`config.mk`:
```
export PLATFORM = sky130hd
export DESIGN_NAME = aps_kbyte_filter
export DESIGN_NICKNAME = d
export VERILOG_FILES = /design/src/rtl/aps_filt_pkg.sv /design/src/rtl/aps_run_tracker.sv /design/src/rtl/aps_window_mon.sv /design/src/rtl/aps_kbyte_filter.sv
export SDC_FILE = /design/constraint.sdc
export NUM_CORES = 1
export LEC_CHECK = 0
export BUFFER_PORTS_ARGS = -buffer_cell sky130_fd_sc_hd__buf_2
export CAP_MARGIN = 20
export CORE_UTILIZATION = 57
export CTS_CLUSTER_SIZE = 20
export DETAILED_ROUTE_END_ITERATION = 16
export GPL_TIMING_DRIVEN = 0
export HOLD_SLACK_MARGIN = 0.05
export PLACE_DENSITY = 0.82
export SLEW_MARGIN = 20
export SYNTH_ARGS = -nofsm -noshare
export SYNTH_HDL_FRONTEND = slang
export SYNTH_SLANG_ARGS = --single-unit
export TNS_END_PERCENT = 20
```
`constraint.sdc`:
```
create_clock -name clk -period 2.5 [get_ports clk]
set_input_delay 0.5 -clock clk [delete_from_list [all_inputs] [get_ports clk]]
set_output_delay 0.5 -clock clk [all_outputs]
set_load 0.01 [all_outputs]
```
`src/rtl/aps_filt_pkg.sv`:
```
package aps_filt_pkg;

    typedef enum logic [1:0] {
        RS_EMPTY = 2'd0,
        RS_BUILD = 2'd1,
        RS_HELD  = 2'd2
    } run_state_t;

endpackage

```
`src/rtl/aps_run_tracker.sv`:
```
module aps_run_tracker
    import aps_filt_pkg::*;
#(
    parameter int BYTE_W  = 8,
    parameter int PERSIST = 3
) (
    input  logic              clk,
    input  logic              rst_n,
    input  logic              tick,
    input  logic [BYTE_W-1:0] din,
    output logic              run_ok_nxt
);
    localparam int CW = $clog2(PERSIST + 1);

    run_state_t        state_q, state_d;
    logic [CW-1:0]     cnt_q, cnt_d;
    logic [BYTE_W-1:0] prev_q;
    logic              same;

    assign same = (din == prev_q);

    always_ff @(posedge clk or negedge rst_n) begin
        if (!rst_n) begin
            state_q <= RS_EMPTY;
            cnt_q   <= '0;
            prev_q  <= '0;
        end else if (tick) begin
            state_q <= state_d;
            cnt_q   <= cnt_d;
            prev_q  <= din;
        end
    end

    always_comb begin
        state_d = state_q;
        cnt_d   = cnt_q;
        unique case (state_q)
            RS_EMPTY: begin
                state_d = RS_BUILD;
                cnt_d   = CW'(1);
            end
            RS_BUILD: begin
                if (!same) begin
                    cnt_d = CW'(1);
                end else if (cnt_q == CW'(PERSIST - 1)) begin
                    state_d = RS_HELD;
                    cnt_d   = CW'(PERSIST);
                end else begin
                    cnt_d = cnt_q + CW'(1);
                end
            end
            RS_HELD: begin
                if (!same) begin
                    state_d = RS_BUILD;
                    cnt_d   = CW'(1);
                end
            end
            default: begin
                state_d = RS_EMPTY;
                cnt_d   = '0;
            end
        endcase
        run_ok_nxt = tick && (state_d == RS_HELD);
    end

endmodule

```
`src/rtl/aps_window_mon.sv`:
```
module aps_window_mon #(
    parameter int WINDOW = 16
) (
    input  logic clk,
    input  logic rst_n,
    input  logic tick,
    input  logic run_ok,
    output logic alarm
);
    localparam int GW = $clog2(WINDOW + 1);

    logic [GW-1:0] gap_q, gap_d;

    always_comb begin
        if (run_ok)
            gap_d = '0;
        else if (gap_q == GW'(WINDOW))
            gap_d = gap_q;
        else
            gap_d = gap_q + GW'(1);
    end

    always_ff @(posedge clk or negedge rst_n) begin
        if (!rst_n) begin
            gap_q <= '0;
            alarm <= 1'b0;
        end else if (tick) begin
            gap_q <= gap_d;
            alarm <= (gap_d == GW'(WINDOW));
        end
    end

endmodule

```
`src/rtl/aps_kbyte_filter.sv`:
```
module aps_kbyte_filter
    import aps_filt_pkg::*;
#(
    parameter int BYTE_W  = 8,
    parameter int PERSIST = 3,
    parameter int WINDOW  = 16
) (
    input  logic                clk,
    input  logic                rst_n,
    input  logic                frame_tick,
    input  logic                joint_mode,
    input  logic [BYTE_W-1:0]   k1_in,
    input  logic [BYTE_W-1:0]   k2_in,
    output logic [2*BYTE_W-1:0] filt_word,
    output logic                k1_chg,
    output logic                k2_chg,
    output logic                k1_unstable,
    output logic                k2_unstable
);
    localparam int NCH    = 2;
    localparam int WORD_W = NCH * BYTE_W;

    logic [NCH-1:0][BYTE_W-1:0] byte_in;
    logic [NCH-1:0]             run_ok;
    logic [NCH-1:0]             unstable;

    assign byte_in = {k2_in, k1_in};

    for (genvar ch = 0; ch < NCH; ch++) begin : g_chan
        aps_run_tracker #(.BYTE_W(BYTE_W), .PERSIST(PERSIST)) u_trk (
            .clk        (clk),
            .rst_n      (rst_n),
            .tick       (frame_tick),
            .din        (byte_in[ch]),
            .run_ok_nxt (run_ok[ch])
        );
        aps_window_mon #(.WINDOW(WINDOW)) u_win (
            .clk    (clk),
            .rst_n  (rst_n),
            .tick   (frame_tick),
            .run_ok (run_ok[ch]),
            .alarm  (unstable[ch])
        );
    end

    assign k1_unstable = unstable[0];
    assign k2_unstable = unstable[1];

    logic [WORD_W-1:0] word_q, word_d;
    logic              chg1_d, chg2_d;
    logic              acc_lo, acc_hi, both_ok;

    always_comb begin
        both_ok = &run_ok;
        acc_lo  = joint_mode ? both_ok : run_ok[0];
        acc_hi  = joint_mode ? both_ok : run_ok[1];
        word_d  = word_q;
        if (acc_lo) word_d[BYTE_W-1:0]      = k1_in;
        if (acc_hi) word_d[WORD_W-1:BYTE_W] = k2_in;
        if (joint_mode) begin
            chg1_d = both_ok && (word_d != word_q);
            chg2_d = 1'b0;
        end else begin
            chg1_d = acc_lo && (k1_in != word_q[BYTE_W-1:0]);
            chg2_d = acc_hi && (k2_in != word_q[WORD_W-1:BYTE_W]);
        end
    end

    always_ff @(posedge clk or negedge rst_n) begin
        if (!rst_n) begin
            word_q <= '0;
            k1_chg <= 1'b0;
            k2_chg <= 1'b0;
        end else begin
            word_q <= word_d;
            k1_chg <= chg1_d;
            k2_chg <= chg2_d;
        end
    end

    assign filt_word = word_q;

endmodule

```
# Word-level counts from Yosys, hierarchy flattened
# Index checks and enable logic that the tools add are counted.
[totals] ff_bits=54 inputBits=20 out_inout_bits=20 word_cells=72
[classes] n_addsub=4 n_eq_ne=19 mux=26 reduce_logical=10
[op_table] operator="$mux W2" count=12
[op_table] operator="$pmux W2 S3" count=4
[op_table] operator="$eq A5 B5 Y1 const B" count=4
[op_table] operator="$mux W5" count=4
[op_table] operator="$eq A8 B8 Y1" count=2
[op_table] operator="$mux W8" count=2
[op_table] operator="$ne A16 B16 Y1" count=1
[op_table] operator="$ne A8 B8 Y1" count=2
[op_table] operator="$eq A2 B2 Y1 const B" count=6
[op_table] operator="$add A5 B1 Y5 const B" count=2
[op_table] operator="$reduce_and A2 Y1" count=3
[op_table] operator="$logic_and A1 B1 Y1" count=5
[op_table] operator="$add A2 B1 Y2 const B" count=2
[op_table] operator="$eq A2 B1 Y1 const B" count=2
[op_table] operator="$logic_not A2 Y1" count=2
[op_table] operator="$mux W1" count=4
[op_table] operator="$ne A2 B2 Y1 const B" count=2

# Longest topological paths before layout
[depth] ltp_word=12 depth_mapped=9 ltp_nobuf=7

# Hierarchy
# A second synthesis with hierarchy kept.
[unflattened] cells_unflattened=250 hier_area_um2=2890.3
[modules_own_cells] module="aps_run_tracker" instances=2 cells_per_inst=53 area_per_inst_um2=635.6 seq_area_each_um2=300.3
[modules_own_cells] module="aps_kbyte_filter" instances=1 cells_per_inst=62 area_per_inst_um2=858.3 seq_area_each_um2=450.4
[modules_own_cells] module="aps_window_mon" instances=2 cells_per_inst=41 area_per_inst_um2=380.4 seq_area_each_um2=150.1

# Worst setup path before layout
# No wires, ideal clock.
[synth_timing] path_type="input -> register" startpoint="in k2_in[0]" endpoint="reg word_q[10] (netlist: filt_word[10])" setup_ps=125 arrival_time_ps=1787 setup_slack_ps=588 cell_stages=7 n_path_buf=2 cell_sequence="xor2_1 nor4_2 nand3_1 buf_6 a21o_1 buf_6 mux2_4"
[synth_via] elab_chain_cells=8
[synth_lines] element="start: declaration" line_no="aps_kbyte_filter.sv:13" source="input logic [BYTE_W-1:0] k2_in,"
[synth_lines] element="$eq A8 B8 Y1 *" line_no="aps_run_tracker.sv:20" source="assign same = (din == prev_q);"
[synth_lines] element="$mux W2 (on tied branches)" line_no="aps_run_tracker.sv:53, aps_run_tracker.sv:43"
[synth_lines] element="$pmux W2 S3 *" line_no="aps_run_tracker.sv:37" source="unique case (state_q)"
[synth_lines] element="$eq A2 B2 Y1 *" line_no="aps_run_tracker.sv:63" source="run_ok_nxt = tick && (state_d == RS_HELD);"
[synth_lines] element="$logic_and A1 B1 Y1 *" line_no="aps_run_tracker.sv:63"
[synth_lines] element="$reduce_and A2 Y1" line_no="aps_kbyte_filter.sv:54" source="both_ok = &run_ok;"
[synth_lines] element="$mux W1 *" line_no="aps_kbyte_filter.sv:56" source="acc_hi = joint_mode ? both_ok : run_ok[1];"
[synth_lines] element="$mux W8 *" line_no="aps_kbyte_filter.sv:59" source="if (acc_hi) word_d[WORD_W-1:BYTE_W] = k2_in;"
[synth_lines] element="named net word_d[10]" line_no="aps_kbyte_filter.sv:49" source="logic [WORD_W-1:0] word_q, word_d;"
[synth_lines] element="end signal: assignment" line_no="aps_kbyte_filter.sv:75" source="word_q <= word_d;"
[synth_lines] element="end: declaration" line_no="aps_kbyte_filter.sv:49"
# The timed path passes the listed nets; every way through them passes the cells marked *.
# A chain may end at the register's enable or synchronous reset.

# Worst setup path after layout
[layout_timing] startpoint="reg g_chan[1].u_trk.cnt_q[0]" endpoint="reg word_q[9] (netlist: filt_word[9])"
[layout_via] elab_chain_cells=9
[layout_lines] element="start: declaration" line_no="aps_run_tracker.sv:16" source="logic [CW-1:0] cnt_q, cnt_d;"
[layout_lines] element="start signal: assignment" line_no="aps_run_tracker.sv:29" source="cnt_q <= cnt_d;"
[layout_lines] element="$eq A2 B2 Y1 *" line_no="aps_run_tracker.sv:45" source="end else if (cnt_q == CW'(PERSIST - 1)) begin"
[layout_lines] element="$mux W2 *" line_no="aps_run_tracker.sv:45"
[layout_lines] element="$mux W2 *" line_no="aps_run_tracker.sv:43" source="if (!same) begin"
[layout_lines] element="$pmux W2 S3 *" line_no="aps_run_tracker.sv:37"
[layout_lines] element="$eq A2 B2 Y1 *" line_no="aps_run_tracker.sv:63"
[layout_lines] element="$logic_and A1 B1 Y1 *" line_no="aps_run_tracker.sv:63"
[layout_lines] element="$reduce_and A2 Y1" line_no="aps_kbyte_filter.sv:54"
[layout_lines] element="$mux W1 *" line_no="aps_kbyte_filter.sv:56"
[layout_lines] element="$mux W8 *" line_no="aps_kbyte_filter.sv:59"
[layout_lines] element="named net word_d[9]" line_no="aps_kbyte_filter.sv:49"
# Marks and branches as above.

==> results.md <==
* Router iterations before antenna repair at 4
* Register Area at 1350 µm²
* Most used cell along the critical path: buf_6
* Total power at 2.09 mW
* Outcome: finished, final reports clean
* Max-slew violations at 0
* Peak VDD IR at 0.359 mV
* Antenna violations before repair at 0
* Maximum root-to-sink buffer count at 2
* Final clock skew at 0.00381 ns
* Top cell type's share of synthesized area at 46.5%
* CP peak stage delay at 0.40 ns
* CP max-delay cell: dfrtp_1
* Max Cap Viol at 0
* #FFs+latches synth at 54
* Fin nets at 324
* CTS tree: yes
* Largest net degree at the start of global routing at 55
* Sequential element share of the synthesized area at 46.5%
* Worst-path clk slew at 0.09 ns
* Most frequent cells in the layout: dfrtp_1, buf_2, xor2_1
* N_diodes at 0
* Worst Path Required at 2.70 ns
* Post-synthesis instance total at 253
* Number of CTS-inserted buffers at 5
* Core Rows at 25
* DRT iter0 DRCs at 81
* Die area at 5390 µm²
* Yosys cell types at 42
* Die H at 73.4 µm
* PD cells at 634 nW/µm²
* Clock sinks at 54
* Final Setup Violations at 0
* Antenna-violating nets left at 0
* Final critical-path required period at 2.01 ns
* GR Overflow Total at 0
* Syn Std Cell Area at 2910 µm²
* WP buf/inv at 3
* Mapped Nets at 279
* Async SR Flop Fraction at 100%
* CTS Hold Buffers Added at 0
* Critical Path Sink Type: flop
* Arr. time, crit path at 2.21 ns
* Worst-Skew Late Latency at 0.30 ns
* Worst Tran Pin Value at 0.676 ns
* Final non-filler cell total at 366
* Final hold violations at 0
* Largest cells by area after synthesis: dfrtp_1, mux2_4, xor2_1, mux2_2, xnor2_1
* Final period utilization at 80.5%
* RSZ-0062 raised after global routing: false
* I/O pin count at 40
* Finished Cell Area at 3290 µm²
* Drt wl/cell at 15.1 µm
* CP delay by family, top: flip-flops
* Post-Route WL at 5530 µm
* CP Launch Type: flop
* Initial Util at 60.4%
* Synth Warn # at 0
* DP Area at 3180 µm²
* Area used by multi-input combinational logic at 1420 µm²
* Min-delay worst type: primary input to asynchronous set/reset pin
* Vias at 2015
* # DRC at 0
* Max-Slew Margin vs Limit at 55.0%
* Leakage at 1.61 nW
* Placed Instances at 358
* Finished Core Util at 68.3%
* CORE AREA at 4820 µm²
* Cell taking the most area after synthesis: dfrtp_1
* Horiz. Die Dim at 73.4 µm
* Crit-path cells: inv_1 > ha_1 > nand3b_1 > a21oi_1 > nand3_1 > buf_6 > a21o_1 > buf_6 > mux2_4
* H-tree levels at 2
* Commonest non-fill, non-tap cell in the layout: dfrtp_1
* Root Buffer: clkbuf_8
* Global-route usage over all layers at 22.4%
* FILL cells at 383
* Hpwl dp at 3930 µm
* Setup Total Neg Slack at 0 ns
* Post-CTS setup buffers at 0
* Area Growth Syn to Fin at 13.2%
* Critical path class: flop to flop
* First-pass GRT wire length at 9010 µm
* Share of layout cells above drive strength 1 at 28.8%
* Number of synthesized flops with an enable pin at 0
* Max Freq at 497 MHz
* Ys flop type: dfrtp_1
* Resize count post-CTS at 0
* Worst-path maximum fanout at 10
* Final Wtd Congestion at 0.842
* Synthesized area per cell at 11.5 µm²
* Via/cell ratio at 5.51
* Vias in the first global route at 1942
* PortBufs at 38
==> report_power, final <==
part           leakage, nW  internal, mW  total, mW  switching [mW]
sequential           0.678         0.973       1.07           0.101
combinational        0.874         0.201      0.441           0.240
clock               0.0524         0.300      0.572           0.272
==> worst paths after layout <==
| kind | slack (ns) | to | start | depth (start not counted) |
|---|---|---|---|---|
| min in group clk | 0.39 | k2_chg | joint_mode | 2 |
| hold reg to reg | 0.50 | g_chan[0].u_win.alarm | g_chan[0].u_win.alarm | 2 |
| max in group asynchronous | 1.82 | filt_word[4] | rst_n | 1 |
| setup reg to reg | 0.49 | filt_word[9] | g_chan[1].u_trk.cnt_q[0] | 9 |
| setup / recovery | 0.49 | filt_word[9] | g_chan[1].u_trk.cnt_q[0] | 9 |
| hold / removal | 0.22 | g_chan[1].u_win.gap_q[2] | rst_n | 1 |
==> worst reg2reg max path: cells and delay by family (launching register included) <==
family	cells	cell delay, ns
AO/OA/AOI/OAI	2	0.37
adder cells (fa/ha/maj)	1	0.19
buffers and inverters	3	0.39
flip-flops	1	0.40
multiplexers	1	0.31
AND/OR/NAND/NOR	2	0.24
==> cell families after synthesis <==
kind of cell,share of synthesized area (%)
DFF,46.5
muxes,14.5
adders and majority gates,2.58
xor gates and xnor gates,11.1
AOI/OAI and AO/OA,8.61
and+or+nand+nor,12.2
buffers and inverters,4.56
==> state kept, by name, summed over array words and instances, names as in the netlist <==
signal and flops:
g_chan.u_trk.cnt_q 4, g_chan.u_win.gap_q 10, g_chan.u_win.alarm 2, k2_chg 1, k1_chg 1, g_chan.u_trk.prev_q 16
g_chan.u_trk.state_q 4, filt_word 16
==> Yosys cell counts (2+ instances only) <==
| cell type | instances |
|---|---|
| a31oi_1 | 4 |
| o22a_1 | 3 |
| or3_1 | 2 |
| a21o_1 | 3 |
| and2_1 | 2 |
| clkbuf_1 | 4 |
| nor4_1 | 2 |
| mux2_2 | 16 |
| nor4_2 | 2 |
| inv_1 | 20 |
| nor2_1 | 4 |
| xnor2_1 | 13 |
| a21oi_1 | 9 |
| dfrtp_1 | 54 |
| o21ai_0 | 12 |
| nand4_1 | 4 |
| and3b_1 | 2 |
| o2bb2ai_1 | 2 |
| ha_1 | 6 |
| buf_6 | 3 |
| nand3b_1 | 2 |
| nand2_1 | 8 |
| o22ai_1 | 2 |
| xor2_1 | 24 |
| mux2_4 | 16 |
| nand3_1 | 13 |
| nor4_4 | 2 |
| nor3_1 | 4 |
| nand2b_1 | 2 |
==> stage by stage <==
| stage | hold WS (ns) | setup WS [ns] |
|---|---|---|
| 3_5_place_dp | 0.471 | 0.271 |
| 5_1_grt | 0.275 | 0.408 |
| 2_1_floorplan | 0.204 | 0.588 |
| 6_report | 0.220 | 0.488 |
| 4_1_cts | 0.252 | 0.505 |
| 3_3_place_gp | 0.467 | 0.303 |
==> routing by layer <==
layer | GRT usage (%) | share of wire, % | vias to the layer above
met3 | 5.49 | 3.7 | 7
li1 | - | - | 971
met5 | 0 | 0 | -
met1 | 30.1 | 49 | 991
met4 | 7.69 | 1.4 | 0
met2 | 35.7 | 46 | 46
==> cell type report <==
type | instances | area share [%]
Buffer | 9 | 1.75
Inverter | 20 | 2.28
Clock inverter | 1 | 0.913
Clock buffer | 7 | 2.32
Tap cell | 67 | 2.55
Multi-Input combinational cell | 170 | 43.3
Sequential cell | 54 | 41.1
Timing Repair Buffer | 38 | 5.86
Note: power is estimated with default switching activity, not from simulation.
